`src/rtl/car_pkg.sv`:
```
package car_pkg;

  // Phase of the serial frame currently being emitted.
  typedef enum logic [1:0] {
    PH_START = 2'd0,
    PH_DATA  = 2'd1,
    PH_STOP  = 2'd2
  } frame_phase_e;

  localparam logic START_LEVEL = 1'b1;
  localparam logic STOP_LEVEL  = 1'b0;

endpackage

```
`src/rtl/car_window_timer.sv`:
```
module car_window_timer #(
  parameter int WINDOW_CYCLES = 40000,
  parameter int CNT_W         = $clog2(WINDOW_CYCLES)
) (
  input  logic clk,
  input  logic rst_n,
  output logic boundary_o
);

  localparam logic [CNT_W-1:0] LAST_CNT = CNT_W'(WINDOW_CYCLES - 1);

  logic [CNT_W-1:0] cnt_q;
  logic [CNT_W-1:0] cnt_d;
  logic             at_last;

  always_comb begin
    at_last = (cnt_q == LAST_CNT);
    if (at_last) begin
      cnt_d = '0;
    end else begin
      cnt_d = cnt_q + CNT_W'(1);
    end
  end

  always_ff @(posedge clk or negedge rst_n) begin
    if (!rst_n) begin
      cnt_q <= '0;
    end else begin
      cnt_q <= cnt_d;
    end
  end

  assign boundary_o = at_last;

  // Window position never leaves the legal range (window period, R2)
  assert_cnt_in_range_R2: assert property (@(posedge clk) disable iff (!rst_n)
    cnt_q <= LAST_CNT);

  // After a boundary the count restarts at zero
  assert_cnt_wraps_R2: assert property (@(posedge clk) disable iff (!rst_n)
    boundary_o |=> (cnt_q == '0));

endmodule

```
`src/rtl/car_activity_capture.sv`:
```
module car_activity_capture #(
  parameter int NUM_PORTS = 9
) (
  input  logic                 clk,
  input  logic                 rst_n,
  input  logic                 boundary_i,
  input  logic [NUM_PORTS-1:0] carrier_i,
  output logic [NUM_PORTS-1:0] report_o
);

  logic [NUM_PORTS-1:0] flag_q;
  logic [NUM_PORTS-1:0] flag_d;
  logic [NUM_PORTS-1:0] report_q;
  logic [NUM_PORTS-1:0] report_d;

  for (genvar g = 0; g < NUM_PORTS; g++) begin : g_port
    // A boundary restarts the flag from the current sample, so a pulse in
    // the boundary cycle survives into the new window.
    always_comb begin
      if (boundary_i) begin
        flag_d[g]   = carrier_i[g];
        report_d[g] = flag_q[g];
      end else begin
        flag_d[g]   = flag_q[g] | carrier_i[g];
        report_d[g] = report_q[g];
      end
    end

    always_ff @(posedge clk or negedge rst_n) begin
      if (!rst_n) begin
        flag_q[g]   <= 1'b0;
        report_q[g] <= 1'b0;
      end else begin
        flag_q[g]   <= flag_d[g];
        report_q[g] <= report_d[g];
      end
    end
  end

  assign report_o = report_q;

  // Flags are sticky inside a window
  assert_flag_sticky_R3: assert property (@(posedge clk) disable iff (!rst_n)
    !boundary_i |=> ((flag_q & $past(flag_q)) == $past(flag_q)));

  // Report moves only at a window boundary
  assert_report_holds_R2: assert property (@(posedge clk) disable iff (!rst_n)
    !boundary_i |=> $stable(report_q));

  // Boundary-cycle activity lands in the new window's flag
  assert_boundary_sample_kept_R6: assert property (@(posedge clk) disable iff (!rst_n)
    boundary_i |=> (flag_q == $past(carrier_i)));

endmodule

```
`src/rtl/car_frame_serializer.sv`:
```
module car_frame_serializer
  import car_pkg::*;
#(
  parameter int NUM_PORTS = 9,
  parameter int FRAME_LEN = NUM_PORTS + 2,
  parameter int POS_W     = $clog2(FRAME_LEN)
) (
  input  logic                 clk,
  input  logic                 rst_n,
  input  logic [NUM_PORTS-1:0] report_i,
  output logic                 serial_o
);

  localparam logic [POS_W-1:0] LAST_POS = POS_W'(FRAME_LEN - 1);

  logic [POS_W-1:0] pos_q;
  logic [POS_W-1:0] pos_d;
  logic [POS_W-1:0] data_idx;
  frame_phase_e     phase;
  logic             bit_d;
  logic             bit_q;

  always_comb begin
    if (pos_q == '0) begin
      phase = PH_START;
    end else if (pos_q == LAST_POS) begin
      phase = PH_STOP;
    end else begin
      phase = PH_DATA;
    end
  end

  always_comb begin
    data_idx = pos_q - POS_W'(1);
    pos_d    = (pos_q == LAST_POS) ? '0 : (pos_q + POS_W'(1));
    unique case (phase)
      PH_START: bit_d = START_LEVEL;
      PH_STOP:  bit_d = STOP_LEVEL;
      default:  bit_d = report_i[data_idx];
    endcase
  end

  always_ff @(posedge clk or negedge rst_n) begin
    if (!rst_n) begin
      pos_q <= '0;
      bit_q <= 1'b0;
    end else begin
      pos_q <= pos_d;
      bit_q <= bit_d;
    end
  end

  assign serial_o = bit_q;

  // Start bit is high
  assert_start_high_R4: assert property (@(posedge clk) disable iff (!rst_n)
    (pos_q == '0) |=> serial_o);

  // Stop bit is low
  assert_stop_low_R4: assert property (@(posedge clk) disable iff (!rst_n)
    (pos_q == LAST_POS) |=> !serial_o);

  // Frames follow back to back
  assert_frame_wrap_R4: assert property (@(posedge clk) disable iff (!rst_n)
    (pos_q == LAST_POS) |=> (pos_q == '0));

endmodule

```
`src/rtl/car_activity_serializer.sv`:
```
module car_activity_serializer #(
  parameter int NUM_PORTS     = 9,
  parameter int WINDOW_CYCLES = 40000
) (
  input  logic                 clk,
  input  logic                 rst_n,
  input  logic [NUM_PORTS-1:0] carrier_i,
  output logic                 serial_o
);

  localparam int CNT_W     = (WINDOW_CYCLES > 1) ? $clog2(WINDOW_CYCLES) : 1;
  localparam int FRAME_LEN = NUM_PORTS + 2;
  localparam int POS_W     = $clog2(FRAME_LEN);

  logic                 boundary;
  logic [NUM_PORTS-1:0] report;

  car_window_timer #(
    .WINDOW_CYCLES (WINDOW_CYCLES),
    .CNT_W         (CNT_W)
  ) u_timer (
    .clk        (clk),
    .rst_n      (rst_n),
    .boundary_o (boundary)
  );

  car_activity_capture #(
    .NUM_PORTS (NUM_PORTS)
  ) u_capture (
    .clk        (clk),
    .rst_n      (rst_n),
    .boundary_i (boundary),
    .carrier_i  (carrier_i),
    .report_o   (report)
  );

  car_frame_serializer #(
    .NUM_PORTS (NUM_PORTS),
    .FRAME_LEN (FRAME_LEN),
    .POS_W     (POS_W)
  ) u_serializer (
    .clk      (clk),
    .rst_n    (rst_n),
    .report_i (report),
    .serial_o (serial_o)
  );

  // Output held low during reset
  always_comb begin
    if (!rst_n) begin
      assert_low_in_reset_R1: assert (serial_o == 1'b0);
    end
  end

endmodule

```
`config.mk`:
```
export PLATFORM = sky130hd
export DESIGN_NAME = car_activity_serializer
export DESIGN_NICKNAME = d
export VERILOG_FILES = /design/src/rtl/car_pkg.sv /design/src/rtl/car_window_timer.sv /design/src/rtl/car_activity_capture.sv /design/src/rtl/car_frame_serializer.sv /design/src/rtl/car_activity_serializer.sv
export SDC_FILE = /design/constraint.sdc
export NUM_CORES = 1
export LEC_CHECK = 0
export BUFFER_PORTS_ARGS = -buffer_cell sky130_fd_sc_hd__buf_2
export CORE_ASPECT_RATIO = 1.1
export CORE_UTILIZATION = 50
export CTS_CLUSTER_SIZE = 20
export DETAILED_ROUTE_END_ITERATION = 10
export PLACE_DENSITY = 0.78
export SYNTH_ARGS = -nofsm -noshare
export SYNTH_HDL_FRONTEND = slang
export SYNTH_SLANG_ARGS = --single-unit
```
`constraint.sdc`:
```
create_clock -name clk -period 1.8 [get_ports clk]
set_input_delay 0.27 -clock clk [delete_from_list [all_inputs] [get_ports clk]]
set_output_delay 0.27 -clock clk [all_outputs]
set_load 0.01 [all_outputs]
```
-- Word level (Yosys, flattened, before mapping)
Cells that the tools add are included.
- bits of input ports: 11
- flip-flop bits (word level): 39
- output and inout port bits: 1
- magnitude comparators: 1
- multiplexer cells: 16
- bitwise operators: 9
- add/sub/neg operators: 3
- equal/unequal tests: 3
- reductions and logical operators: 2
- operators by type and width (operator ; count):
    16-bit by 1-bit adder with 16-bit output (second input constant) ; 1
    16-bit == test (second input constant) ; 1
    16-bit 2-to-1 mux ; 1
    1-bit 2-to-1 mux ; 10
    1-bit OR ; 9
    4-bit by 5-bit < comparator with 1-bit output (second input constant) ; 1
    4-bit by 1-bit adder with 4-bit output (second input constant) ; 1
    1-bit binary-select mux with 4-bit select ; 1
    4-bit == test (second input constant) ; 1
    4-bit zero test ; 1
    2-bit 2-to-1 mux ; 2
    4-bit 2-to-1 mux ; 1
    4-bit by 1-bit subtractor with 4-bit output (second input constant) ; 1
    2-bit == test (second input constant) ; 1
    2-bit zero test ; 1
    1-bit one-hot mux with 2 select lines ; 1

-- Depth between registers and ports, before layout
- depth in word-level cells: 5
- mapped depth: 9
- mapped depth without buffers: 7

-- Cells and area by module
From an unflattened synthesis, not the netlist that was laid out.
- cells, all modules: 154
- area total of the unflattened synthesis: 1861.8 µm²
- modules (own cells, without submodules) (module ; area each (µm²) ; instances ; cells an instance):
    car_window_timer ; 743.2 ; 1 ; 69
    car_activity_capture ; 670.6 ; 1 ; 38
    car_frame_serializer ; 447.9 ; 1 ; 47

-- Worst setup path before layout
Ideal clock, no wire load.
- kind: register to register
- from: register u_serializer.pos_q[0]
- to: register u_serializer.bit_q, in the netlist u_serializer.serial_o
- path slack: 0.078 ns
- library setup time: 0.120 ns
- clock period less this slack: 1.722 ns
- required time: 1.680 ns
- arrival: 1.602 ns
- stages on the path, launching flop included: 9
- cell sequence: dfrtp_1 -> buf_6 -> inv_1 -> ha_1 -> clkbuf_1 -> nor3_1 -> a31o_2 -> a22o_1 -> o211a_1
- word-level cells in the longest chain between the ends: 5
- RTL lines (item ; RTL line ; source):
    start: declaration ; car_frame_serializer.sv:16 ; logic [POS_W-1:0] pos_q;
    start signal: assignment ; car_frame_serializer.sv:48 ; pos_q <= pos_d;
    parallel branches: the longest is 4 deep, another holds 4-bit by 1-bit subtractor with 4-bit output ; -- ;
    1-bit one-hot mux with 2 select lines (*) ; car_frame_serializer.sv:36 ; unique case (phase)
    net u_serializer.bit_d ; car_frame_serializer.sv:20 ; logic bit_d;
    end signal: assignment ; car_frame_serializer.sv:49 ; bit_q <= bit_d;
    end: declaration ; car_frame_serializer.sv:21 ; logic bit_q;
Mark *: on every way through the listed nets, which the timed path passes. The select of a mux whose other input is x is not followed.
A chain may end at the register's enable or synchronous reset.

-- Worst setup path after layout
Same ends and word-level chain as after synthesis.

==> metrics list <==
* Result of the run: finished clean
- Num CTS Buffers: 5
* Most used cells in the layout excluding fill and tap cells: sky130_fd_sc_hd__nand2_1 (39), sky130_fd_sc_hd__dfrtp_1 (39), sky130_fd_sc_hd__nor2_1 (14)
- Aggregate routed wire length: 3.15 mm
- Entering global routing, the biggest net connects 40 pins.
- Measured in cells, the most critical reg-to-reg path has a length of 5.
- DIE HEIGHT: 65.9 um
- Final HPWL from detailed placement: 2.28 mm
- The post-route netlist has 18.2% of its cells at a drive strength greater than 1.
* Net total in the final layout: 214
* TritonCTS clock tree: yes
* Total number of clock tree sinks: 39
* Reg-to-reg startpoint: u_serializer.pos_q[0]$_DFF_PN0_
- Number of synthesized register bits: 39
- Crit share post-route: 93.9%
- Final ANT Viol Nets: 0
- Hold WS: 0.0938 ns
* Clock buffer depth: 2
- In the routed design, unresolved DRC markers number 0.
- First-iteration detailed-routing DRC count: 115
* Fin Clk Skew: 0.0108 ns
- Counting every net in the synthesized netlist gives 195.
* Cell type with the largest total area after synthesis: sky130_fd_sc_hd__dfrtp_1
- Summing over every cut layer, the via total after detailed routing is 1321.
* Area growth syn-to-layout: 11.1%
* RSZ-0062 raised after global routing: no
* Full die area: 3960 sq um
* Number of vias per cell: 5.37
- Measured along the x axis, the die boundary spans 60.1 um.
* Synth top area share: 52.6%
* Hold/Removal Path Class: in -> reg
- The most critical setup path has its endpoint at u_serializer.serial_o$_DFF_PN0_.
* Min Clock Period, post-route: 1.69 ns
- In the final timing run, aggregate negative setup slack is 0 ns.
- Count of pins on the block boundary: 12
* Number of failing hold endpoints at the final stage: 0
- Sequential share of the synthesized area: 52.6%
* Antenna violations before repair: 0
- Summed over all layers, the global routing overflow is 0.
* Max Fclk: 592 MHz
- Register-to-Register Setup Slack: 0.11 ns
- The first detailed-routing pass ran for 6 iterations.
- Critical path launch point: u_serializer.pos_q[0]$_DFF_PN0_
- The number of global-route vias before repair was 1309.
- 0 antenna diodes ended up in the layout.
- GP Congestion: 0.911
- Worst EP arrival: 1.93 ns
* Kind of end point of the critical path: flop
- Max rail drop VDD: 493 uV
- For this run, the number of Yosys warnings is 0.
* Final setup violation count: 0
- Clock latency on the worst-skew pair, taken at its later pin, is 0.35 ns.
* Leakage power summed over all cells: 0.961 nW
* Port Buf Inserts: 11
- For this design the ratio of total power to cell area is 735 nW/um^2.
* Count of non-filler cells in the finished layout: 246
* Mean area per synthesized cell: 10.4 sq um
* Post-synthesis cell area: 1860 sq um
- Startpoint-to-endpoint class of the critical path: reg -> reg
- Synthesis handed over a netlist of 178 instances.
- Crit Path Max Fanout: 4
- For the pin with the worst max-slew slack, the measured transition is 0.475 ns.
* First-pass GRT wire length: 5.55 mm
- Number of placed cells counting well taps: 236
- Area contributors post-synth: sky130_fd_sc_hd__dfrtp_1 (53%), sky130_fd_sc_hd__nand2_1 (7.9%), sky130_fd_sc_hd__xnor2_1 (4.2%)
- Core region area: 3440 sq um
- The worst pin sits at a relative slew slack of 68.4%.
* Root buf cell: sky130_fd_sc_hd__clkbuf_4
* Synth unique cells: 33
- The number of pins exceeding their max-slew limit in the final report came to 0.
- After clock tree synthesis, the clock-pin slew on the worst setup and hold paths is 0.11 ns.
- H-tree level count: 2
- For this configuration, the core starts out at a cell density of 53.9%.
* Global Route Usage Sum: 19.4%
- After detailed routing, the average wire length per cell comes to 12.8 um.
- Number of standard-cell rows in the floorplan: 22
- Max-cap violations in this run came to 0.
- Element type at the critical path start: flop
- At the worst endpoint, the required time is 2.04 ns.
* Worst R2R End: u_serializer.serial_o$_DFF_PN0_
==> worst min path at each step <==
stage          slack, ns          from  cells after the start                              end
2_1_floorplan      -0.03         rst_n                      0    u_capture.flag_q[0]$_DFF_PN0_
3_3_place_gp        0.34         rst_n                      2      u_timer.cnt_q[15]$_DFF_PN0_
3_5_place_dp        0.35         rst_n                      2  u_serializer.pos_q[3]$_DFF_PN0_
4_1_cts             0.08  carrier_i[5]                      2    u_capture.flag_q[5]$_DFF_PN0_
5_1_grt             0.08  carrier_i[3]                      2    u_capture.flag_q[3]$_DFF_PN0_
6_report            0.09  carrier_i[5]                      2    u_capture.flag_q[5]$_DFF_PN0_
==> critical path: stages (launching register included) <==
cell                      delay [ns]
sky130_fd_sc_hd__dfrtp_1        0.41
sky130_fd_sc_hd__inv_1          0.10
sky130_fd_sc_hd__ha_1           0.34
sky130_fd_sc_hd__mux4_2         0.32
sky130_fd_sc_hd__a22o_1         0.22
sky130_fd_sc_hd__o211a_1        0.20
==> per-layer routing <==
layer  track usage, %  up-vias  share of wire [%]
met3             4.31       10                3.6
met5                0        -                  0
li1                 -      633                  -
met1             23.4      645                 44
met2             31.1       33                 49
met4             11.6        0                2.6
==> synth_stat cells <==
master and n:
sky130_fd_sc_hd__nand2_1 39, sky130_fd_sc_hd__o21ai_2 1, sky130_fd_sc_hd__buf_2 2, sky130_fd_sc_hd__ha_1 6, sky130_fd_sc_hd__o211a_1 1, sky130_fd_sc_hd__xor2_1 6
sky130_fd_sc_hd__dfrtp_1 39, sky130_fd_sc_hd__mux4_2 2, sky130_fd_sc_hd__and3_1 1, sky130_fd_sc_hd__nor2_1 14, sky130_fd_sc_hd__clkbuf_8 1, sky130_fd_sc_hd__nand3_2 1
sky130_fd_sc_hd__and2_1 2, sky130_fd_sc_hd__a22o_1 2, sky130_fd_sc_hd__nand3_1 7, sky130_fd_sc_hd__nand4_1 4, sky130_fd_sc_hd__o22ai_1 1, sky130_fd_sc_hd__buf_6 2
sky130_fd_sc_hd__nor4_1 2, sky130_fd_sc_hd__clkbuf_1 1, sky130_fd_sc_hd__xnor2_1 9, sky130_fd_sc_hd__nor4b_1 1, sky130_fd_sc_hd__and3_2 2, sky130_fd_sc_hd__nor4_4 1
sky130_fd_sc_hd__inv_1 5, sky130_fd_sc_hd__buf_8 1, sky130_fd_sc_hd__nor3_1 4, sky130_fd_sc_hd__a21o_1 10, sky130_fd_sc_hd__a21oi_1 4, sky130_fd_sc_hd__o21ai_0 4
sky130_fd_sc_hd__nand2_2 1, sky130_fd_sc_hd__a31o_2 1, sky130_fd_sc_hd__nor2b_1 1
==> sequential cells by signal, summed over array words and instances (netlist names) <==
name	count
u_timer.cnt_q	16
u_capture.flag_q	9
u_capture.report_o	9
u_serializer.pos_q	4
u_serializer.serial_o	1
==> timing repair <==
action,CTS,global route
hold buffers,1,0
setup buffers,0,1
resized for setup,0,1
endpoints found under the setup margin,0,1
hold endpoints to repair,39,0
==> report_power, final <==
part	total (mW)	internal, mW	switching (mW)
Sequential	0.876	0.876	0.000000000000000249
Combinational	0.0302	0.0106	0.0196
Clock	0.609	0.328	0.281
==> stage by stage <==
step                      setup WS (ns)  utilization [%]  instance area, sq um  power [mW]
final                             0.111             59.9                  2060        1.51
after global routing            0.00330             59.9                  2060        1.57
after CTS                        0.0871             59.5                  2050        1.53
after detailed placement          0.109             56.7                  1950       0.923
after global placement            0.166             56.7                  1950       0.922
after floorplan                  0.0777                -                  1860       0.893
==> cell families (layout without fill, tap and decap cells) <==
group	Yosys count	in the layout	share of synthesized area, %
XOR/XNOR	15	15	7.08
multiplexers	2	2	2.43
adder cells (fa/ha/maj)	6	6	4.05
AND/OR/NAND/NOR	80	80	20.4
AO/OA/AOI/OAI	24	24	8.97
buffers and inverters	12	32	4.52
flip-flops	39	39	52.6
==> area by class of cell <==
class	instances	area (sq um)
inverter	5	18.8
clock buffer	6	51.3
sequential	39	976
multi-input combinational	127	802
tap	48	60.1
clock inverter	2	35.0
timing repair buffer	19	118
fill	279	1380
No activity file was read; power rests on OpenSTA's default activity.
